**src/rtl/hw_brk_cmp.sv**
```systemverilog
module hw_brk_cmp #(
  parameter int NI  = 2,
  parameter int ND  = 2,
  parameter int AW  = 32,
  parameter int DW  = 32,
  parameter int ASW = 8,
  localparam int NCH = NI + ND,
  localparam int CW  = (NCH > 1) ? $clog2(NCH) : 1,
  localparam int RW  = (AW > DW) ? AW : DW
) (
  input  logic              clk,
  input  logic              rst_n,
  input  logic              dbg_mode,
  input  logic              if_valid,
  input  logic [AW-1:0]     if_addr,
  input  logic [ASW-1:0]    if_asid,
  input  logic              ls_valid,
  input  logic              ls_write,
  input  logic [AW-1:0]     ls_addr,
  input  logic [ASW-1:0]    ls_asid,
  input  logic [DW-1:0]     ls_wdata,
  input  logic              ld_rvalid,
  input  logic [DW-1:0]     ld_rdata,
  input  logic              cfg_we,
  input  logic [CW+2:0]     cfg_addr,
  input  logic [RW-1:0]     cfg_wdata,
  output logic [NCH-1:0]    hit_sts,
  output logic              brk_req
);
  localparam logic [2:0] F_CTRL = 3'd0, F_ADDR = 3'd1, F_AMSK = 3'd2,
                         F_DATA = 3'd3, F_DMSK = 3'd4, F_STS = 3'd5;

  logic [NCH-1:0] en_q, asen_q, onld_q, onst_q, dcmp_q, fire, clr;
  logic [ASW-1:0] asid_q [NCH];
  logic [AW-1:0]  addr_q [NCH];
  logic [AW-1:0]  amsk_q [NCH];
  logic [DW-1:0]  data_q [NCH];
  logic [DW-1:0]  dmsk_q [NCH];

  wire [CW-1:0] wch  = cfg_addr[CW+2:3];
  wire [2:0]    wfld = cfg_addr[2:0];

  always_ff @(posedge clk or negedge rst_n) begin
    if (!rst_n) begin
      en_q <= '0; asen_q <= '0; onld_q <= '0; onst_q <= '0; dcmp_q <= '0;
      for (int c = 0; c < NCH; c++) begin
        asid_q[c] <= '0; addr_q[c] <= '0; amsk_q[c] <= '0;
        data_q[c] <= '0; dmsk_q[c] <= '0;
      end
    end else if (cfg_we && int'(wch) < NCH) begin
      case (wfld)
        F_CTRL: begin
          en_q[wch]   <= cfg_wdata[0];
          asen_q[wch] <= cfg_wdata[1];
          onld_q[wch] <= cfg_wdata[2];
          onst_q[wch] <= cfg_wdata[3];
          dcmp_q[wch] <= cfg_wdata[4];
          asid_q[wch] <= cfg_wdata[ASW+7:8];
        end
        F_ADDR:  addr_q[wch] <= cfg_wdata[AW-1:0];
        F_AMSK:  amsk_q[wch] <= cfg_wdata[AW-1:0];
        F_DATA:  data_q[wch] <= cfg_wdata[DW-1:0];
        F_DMSK:  dmsk_q[wch] <= cfg_wdata[DW-1:0];
        default: ;
      endcase
    end
  end

  for (genvar g = 0; g < NCH; g++) begin : g_ch
    assign clr[g] = cfg_we && wfld == F_STS && int'(wch) == g && cfg_wdata[0];

    if (g < NI) begin : g_inst
      wire a_ok = ((if_addr ^ addr_q[g]) & ~amsk_q[g]) == '0;
      wire s_ok = !asen_q[g] || if_asid == asid_q[g];
      assign fire[g] = en_q[g] && !dbg_mode && if_valid && a_ok && s_ok;
    end else begin : g_data
      logic pend;
      wire a_ok   = ((ls_addr ^ addr_q[g]) & ~amsk_q[g]) == '0;
      wire s_ok   = !asen_q[g] || ls_asid == asid_q[g];
      wire dir_ok = ls_write ? onst_q[g] : onld_q[g];
      wire req_ok = en_q[g] && !dbg_mode && ls_valid && dir_ok && a_ok && s_ok;
      wire wd_ok  = ((ls_wdata ^ data_q[g]) & ~dmsk_q[g]) == '0;
      wire rd_ok  = ((ld_rdata ^ data_q[g]) & ~dmsk_q[g]) == '0;

      always_ff @(posedge clk or negedge rst_n) begin
        if (!rst_n)                               pend <= 1'b0;
        else if (req_ok && dcmp_q[g] && !ls_write) pend <= 1'b1;
        else if (ld_rvalid)                       pend <= 1'b0;
      end

      assign fire[g] = (req_ok && (!dcmp_q[g] || (ls_write && wd_ok)))
                    || (pend && en_q[g] && !dbg_mode && ld_rvalid && rd_ok);
    end
  end

  always_ff @(posedge clk or negedge rst_n) begin
    if (!rst_n) hit_sts <= '0;
    else        hit_sts <= (hit_sts & ~clr) | fire;
  end

  assign brk_req = |fire;
endmodule

```
**config.mk**
```make
export PLATFORM = sky130hd
export DESIGN_NAME = hw_brk_cmp
export DESIGN_NICKNAME = d
export VERILOG_FILES = /design/src/rtl/hw_brk_cmp.sv
export SDC_FILE = /design/constraint.sdc
export NUM_CORES = 1
export LEC_CHECK = 0
export BUFFER_PORTS_ARGS = -buffer_cell sky130_fd_sc_hd__buf_2
export CORE_MARGIN = 2
export CORE_UTILIZATION = 60
export CTS_BUF_LIST = sky130_fd_sc_hd__clkbuf_16
export CTS_CLUSTER_SIZE = 25
export DETAILED_ROUTE_END_ITERATION = 10
export PLACE_DENSITY_LB_ADDON = 0.08
export SLEW_MARGIN = 20
export SYNTH_ARGS = -nofsm -noshare
export SYNTH_HDL_FRONTEND = slang
export SYNTH_SLANG_ARGS = --single-unit
```
**constraint.sdc**
```tcl
create_clock -name clk -period 2.5 [get_ports clk]
set_clock_uncertainty 0.15 [all_clocks]
set_input_delay 0.25 -clock clk [delete_from_list [all_inputs] [get_ports clk]]
set_output_delay 0.25 -clock clk [all_outputs]
set_load 0.02 [all_outputs]
```
# Word level (Yosys, flattened, before mapping)
# Cells that the tools add are included.
[word_totals]
regBits = 570
inputBits = 189
out_inout_bits = 5
wordCells = 170
[classes]
magnitude_cmp = 4
eq_ne = 12
n_mux = 21
bitwise_logic = 26
reduce_logical = 79
[op_table]
columns = ["op", "n"]
rows = [
  ["bitwise mux 128 bit", 4],
  ["AND 32 bit", 8],
  ["logical NOT 32 bit", 8],
  ["bitwise XOR 32 bit", 8],
  ["NOT 32 bit", 6],
  ["demux 32 bit (select 2 bit)", 1],
  ["logical AND 1 bit", 45],
  ["bitwise mux 32 bit", 1],
  ["equality test 8 bit", 4],
  ["2-to-1 mux 32 bit", 1],
  ["bitwise mux 4 bit", 5],
  ["demux 8 bit (select 2 bit)", 1],
  ["AND reduction 2 bit", 5],
  ["logical NOT 1 bit", 8],
  ["logical OR 1 bit", 8],
  ["2-to-1 mux 8 bit", 1],
  ["equality test 3 x 2 -> 1 bit, second input constant", 2],
  ["equality test 3 bit, second input constant", 2],
  ["2-to-1 mux 1 bit", 6],
  ["AND 4 bit", 1],
  ["equality test 2 bit, second input constant", 2],
  ["NOT 4 bit", 1],
  ["OR 4 bit", 1],
  ["nonzero test 2 bit", 2],
  ["11 further kinds", 11],
]

# Logic depth before layout (Yosys ltp)
[logic_depth]
depth_word = 9
mapped_depth = 7
mapped_depth_nobuf = 7

# Least setup slack after synthesis
# Ideal clock, no wire load.
[synth_timing]
kind = "register to output"
startpoint = "reg data_q[13] in the netlist's numbering"
endpoint = "out brk_req"
arrival_ps = 1770
required_ps = 2100
slack_ps = 330
stages_incl_launch_ff = 7
path_buffers = 0
cell_sequence = "dfrtp_1 xnor2_1 o22ai_1 or4_1 o41ai_2 a2111oi_1 nand2_1"
[synth_between]
elab_chain_len = 8
elab_cells_between_ends = 12
cone_classes = "bitwise (4); reduce/logical (8)"
[synth_lines]
columns = ["item", "line_no", "rtl"]
rows = [
  ["from (decl)", "37", "logic [DW-1:0] data_q [NCH];"],
  ["from (signal, indexed assignment)", "62", "F_DATA: data_q[wch] <= cfg_wdata[DW-1:0];"],
  ["bitwise XOR 32 bit", "82", "wire wd_ok = ((ls_wdata ^ data_q[g]) & ~dmsk_q[g]) == '0;"],
  ["AND 32 bit", "82", ""],
  ["logical NOT 32 bit", "82", ""],
  ["logical AND 1 bit", "91", "assign fire[g] = (req_ok && (!dcmp_q[g] || (ls_write && wd_ok)))"],
  ["logical OR 1 bit", "91", ""],
  ["logical AND 1 bit", "91", ""],
  ["logical OR 1 bit (*)", "92", "|| (pend && en_q[g] && !dbg_mode && ld_rvalid && rd_ok);"],
  ["OR reduction 4 bit (*)", "101", "assign brk_req = |fire;"],
  ["to (decl)", "28", "output logic brk_req"],
]
# Every way passes the cells marked *; elsewhere a longest branch is shown, timed or not.

# Final worst setup path
[layout_timing]
startpoint = "reg data_q[38] in the netlist's numbering"
endpoint = "out brk_req"
# The elaborated chain is that of the path after synthesis.

==> impl_metrics.yaml <==
place:
  routabilityCongestion: 0.900
  hpwl_mm: 38.5
  place_area_mm2: 0.0221
  dp.cells: 2129
  io_buffers: 193
hold_path:
  min_to: "hit_sts[3]"
  min_from: "cfg_addr[2]"
  hold_class: "in -> reg"
  holdPathStages: 4
power:
  power.density_mw_per_mm2: 848
  ir_worst_vdd_mv: 0.554
  p_leak_nw: 10.6
synth:
  syn-num-nets: 1667
  ys_ff_latch: 436
  synthCells: 1478
  yosys_warnings: 0
  muxShareOfSynthArea: 0.242
  synth_cell_types: 38
  synth_top_family_by_area: "multiplexers"
  syn_area_per_cell_um2: 13.6
  postSynth.asyncResetShare: 1.00
  synth_enable_flop_cells: 0
  synth_compound_area_frac: 0.0466
  seq_area_frac_synth: 0.542
  synth-simple-area-share: 0.0275
  synthAdderAreaFrac: 0
  ys.flop_type: "dfrtp_1"
  synth_area_mm2: 0.0201
  synthXorXnorAreaFrac: 0.125
timing:
  setup-violations-final: 1
  hold_viol_final: 0
  post-route-period-util: 1.23
  rsz0062_at_grt: "true"
  setup_ws_ns: -0.586
  fin_crit_ns: 3.09
  max_freq_mhz: 324
  relSlewSlack: 0.579
  finalSetupTns_ns: -0.586
  max_slew.worst_pin.slew_ns: 0.630
  slew_viol_final: 0
final_layout:
  mostFrequentLayoutCells: "dfrtp_1, mux2_2, xnor2_1, buf_2, o22ai_1"
  nets: 1924
  finish.utilization: 0.716
  final-instance-count-excl-fill: 2223
  drive_gt1_frac: 0.449
  stdcell_area_mm2: 0.0238
  fill_cells: 2337
  final_common_cell: "dfrtp_1"
  area_delta_synth_final_pct: 18.5
critical_path:
  crit_path_start: "data_q[38]"
  cp.required_ns: 2.10
  crit_fanout: 3
  slowest_stage: "or4_1"
  start_kind: "register"
  r2r-start: "asid_q[5]"
  reg2reg_setup_slack_ns: 0.29
  crit_chain: "xnor2_2 > o22ai_2 > or4_1 > nor4_2 > buf_4 > a22oi_1 > nand2_2 > buf_6"
  end_kind: "output port"
  arrival_ns: 2.69
  cpPeakStageDelay_ns: 0.45
  ff2ff_path_depth: 9
  path_class: "reg -> out"
  r2r-end: "g_ch[3].g_data.pend"
drt:
  wirelength_mm: 54.0
  ant_nets: 0
  firstDrtPassIters: 5
  route.detailed.drc: 0
  via_per_inst: 5.92
  vias: 13200
  drtIter0Drc: 837
  wl_per_cell_um: 24.3
die:
  start_util: 0.605
  dieArea_mm2: 0.0350
  pin_count: 194
  coreArea_mm2: 0.0333
  placement_rows: 67
  fp.dieH_um: 187
  die_w_um: 187
grt:
  grt_pass1_wl_mm: 82.4
  grt-ovfl-total: 0
  grt_max_degree: 66
  antenna_found_initial: 10
  track_usage: 0.312
  grt_pass1_vias: 13700
cts:
  clock_latency_ns: 0.55
  clkTransAtPathRegs_ns: 0.06
  cts_made_buffers: 46
  cts_max_path_buffers: 3
  clock_sink_count: 436
  htreeDepth: 2
  cts_tree: "yes"
  root_buffer: "clkbuf_16"
run:
  max_cap_viol_count: 0
run_status:
  outcome: "finished with violations"
  violations: "setup timing"
-- cell usage after synthesis (all sizes together), types with 4 or more instances --
cell | instances | area share
o2111ai | 6 | 0.0026
o21ai | 9 | 0.0022
nand2 | 19 | 0.0035
or4 | 4 | 0.0015
o22ai | 118 | 0.037
inv | 5 | 0.00093
nor2b | 6 | 0.0019
xnor2 | 280 | 0.12
nor4 | 25 | 0.0078
nor2 | 13 | 0.0024
clkbuf | 36 | 0.0067
buf | 36 | 0.0091
dfrtp | 436 | 0.54
nor3 | 9 | 0.0022
nand4 | 11 | 0.0034
mux2 | 431 | 0.24
xor2 | 8 | 0.0035
-- logic make-up (layout without fill, tap and decap cells) --
logic type                count (synthesis)  in the layout
DFF                                     436            436
muxes                                   432            432
xor gates and xnor gates                288            288
AOI/OAI and AO/OA                       145            145
and+or+nand+nor                         100            100
buffers and inverters                    77            371
other                                     0              3
-- where the power goes --
group / total (mW) / internal [mW] / switching, mW
combinational: 4.15 / 2.34 / 1.81
clock: 6.67 / 3.91 / 2.76
sequential: 9.41 / 8.42 / 0.983
total: 20.2 / 14.7 / 5.55
-- worst max-delay path: cells and delay by family, from the launching register on --
kind | cells | cell delay, ns
flops | 1 | 0.43
buf+inv | 2 | 0.30
simple gates | 3 | 0.94
xor+xnor | 1 | 0.22
compound gates | 2 | 0.25
-- how the worst max path moves through the flow --
stage,end,slack (ns),depth (start not counted)
finish,brk_req,-0.59,8
global route,brk_req,-0.66,10
CTS,brk_req,-0.56,9
detailed placement,brk_req,-0.45,9
global placement,brk_req,-0.29,9
floorplan,brk_req,0.33,6
-- state kept, by name, indices dropped and copies added, names as in the netlist --
| signal | count |
|---|---|
| hit_sts | 4 |
| dcmp_q | 2 |
| asid_q | 32 |
| onld_q | 2 |
| data_q | 64 |
| onst_q | 2 |
| addr_q | 128 |
| asen_q | 4 |
| amsk_q | 128 |
| g_ch.g_data.pend | 2 |
| dmsk_q | 64 |
| en_q | 4 |
-- layer usage --
| layer | part of all wire | track usage | vias up |
|---|---|---|---|
| met2 | 0.47 | 0.495 | 429 |
| met1 | 0.43 | 0.436 | 6798 |
| met5 | 0.00048 | 0 | - |
| met4 | 0.029 | 0.0943 | 4 |
| met3 | 0.072 | 0.0675 | 104 |
| li1 | - | - | 5836 |
-- layout make-up --
type / count / area (um^2) / share of cell area
clock buffer: 47 / 1180 / 0.0493
timing repair buffer: 281 / 1800 / 0.0753
inverter: 5 / 18.8 / 0.000787
tap: 448 / 561 / 0.0235
multi-input combinational: 965 / 9080 / 0.381
antenna: 3 / 7.51 / 0.000315
clock inverter: 38 / 292 / 0.0122
sequential: 436 / 10900 / 0.458
-- stage by stage --
step	hold WS, ns	power [mW]	setup slack (ns)
global route	0.0541	21.1	-0.659
detailed placement	0.0748	13.5	-0.447
finish	0.0197	20.2	-0.586
global placement	0.0773	13.4	-0.288
CTS	0.0134	20.3	-0.563
floorplan	-0.196	12.0	0.330
-- repair_timing --
action                     CTS  global route
setup endpoints to repair    1             1
hold buffers                 6             0
gates resized for setup     25             7
setup buffers                0             0
pin swaps                   10             2
hold endpoints to repair   314             0
(Power assumes the default switching activity.)
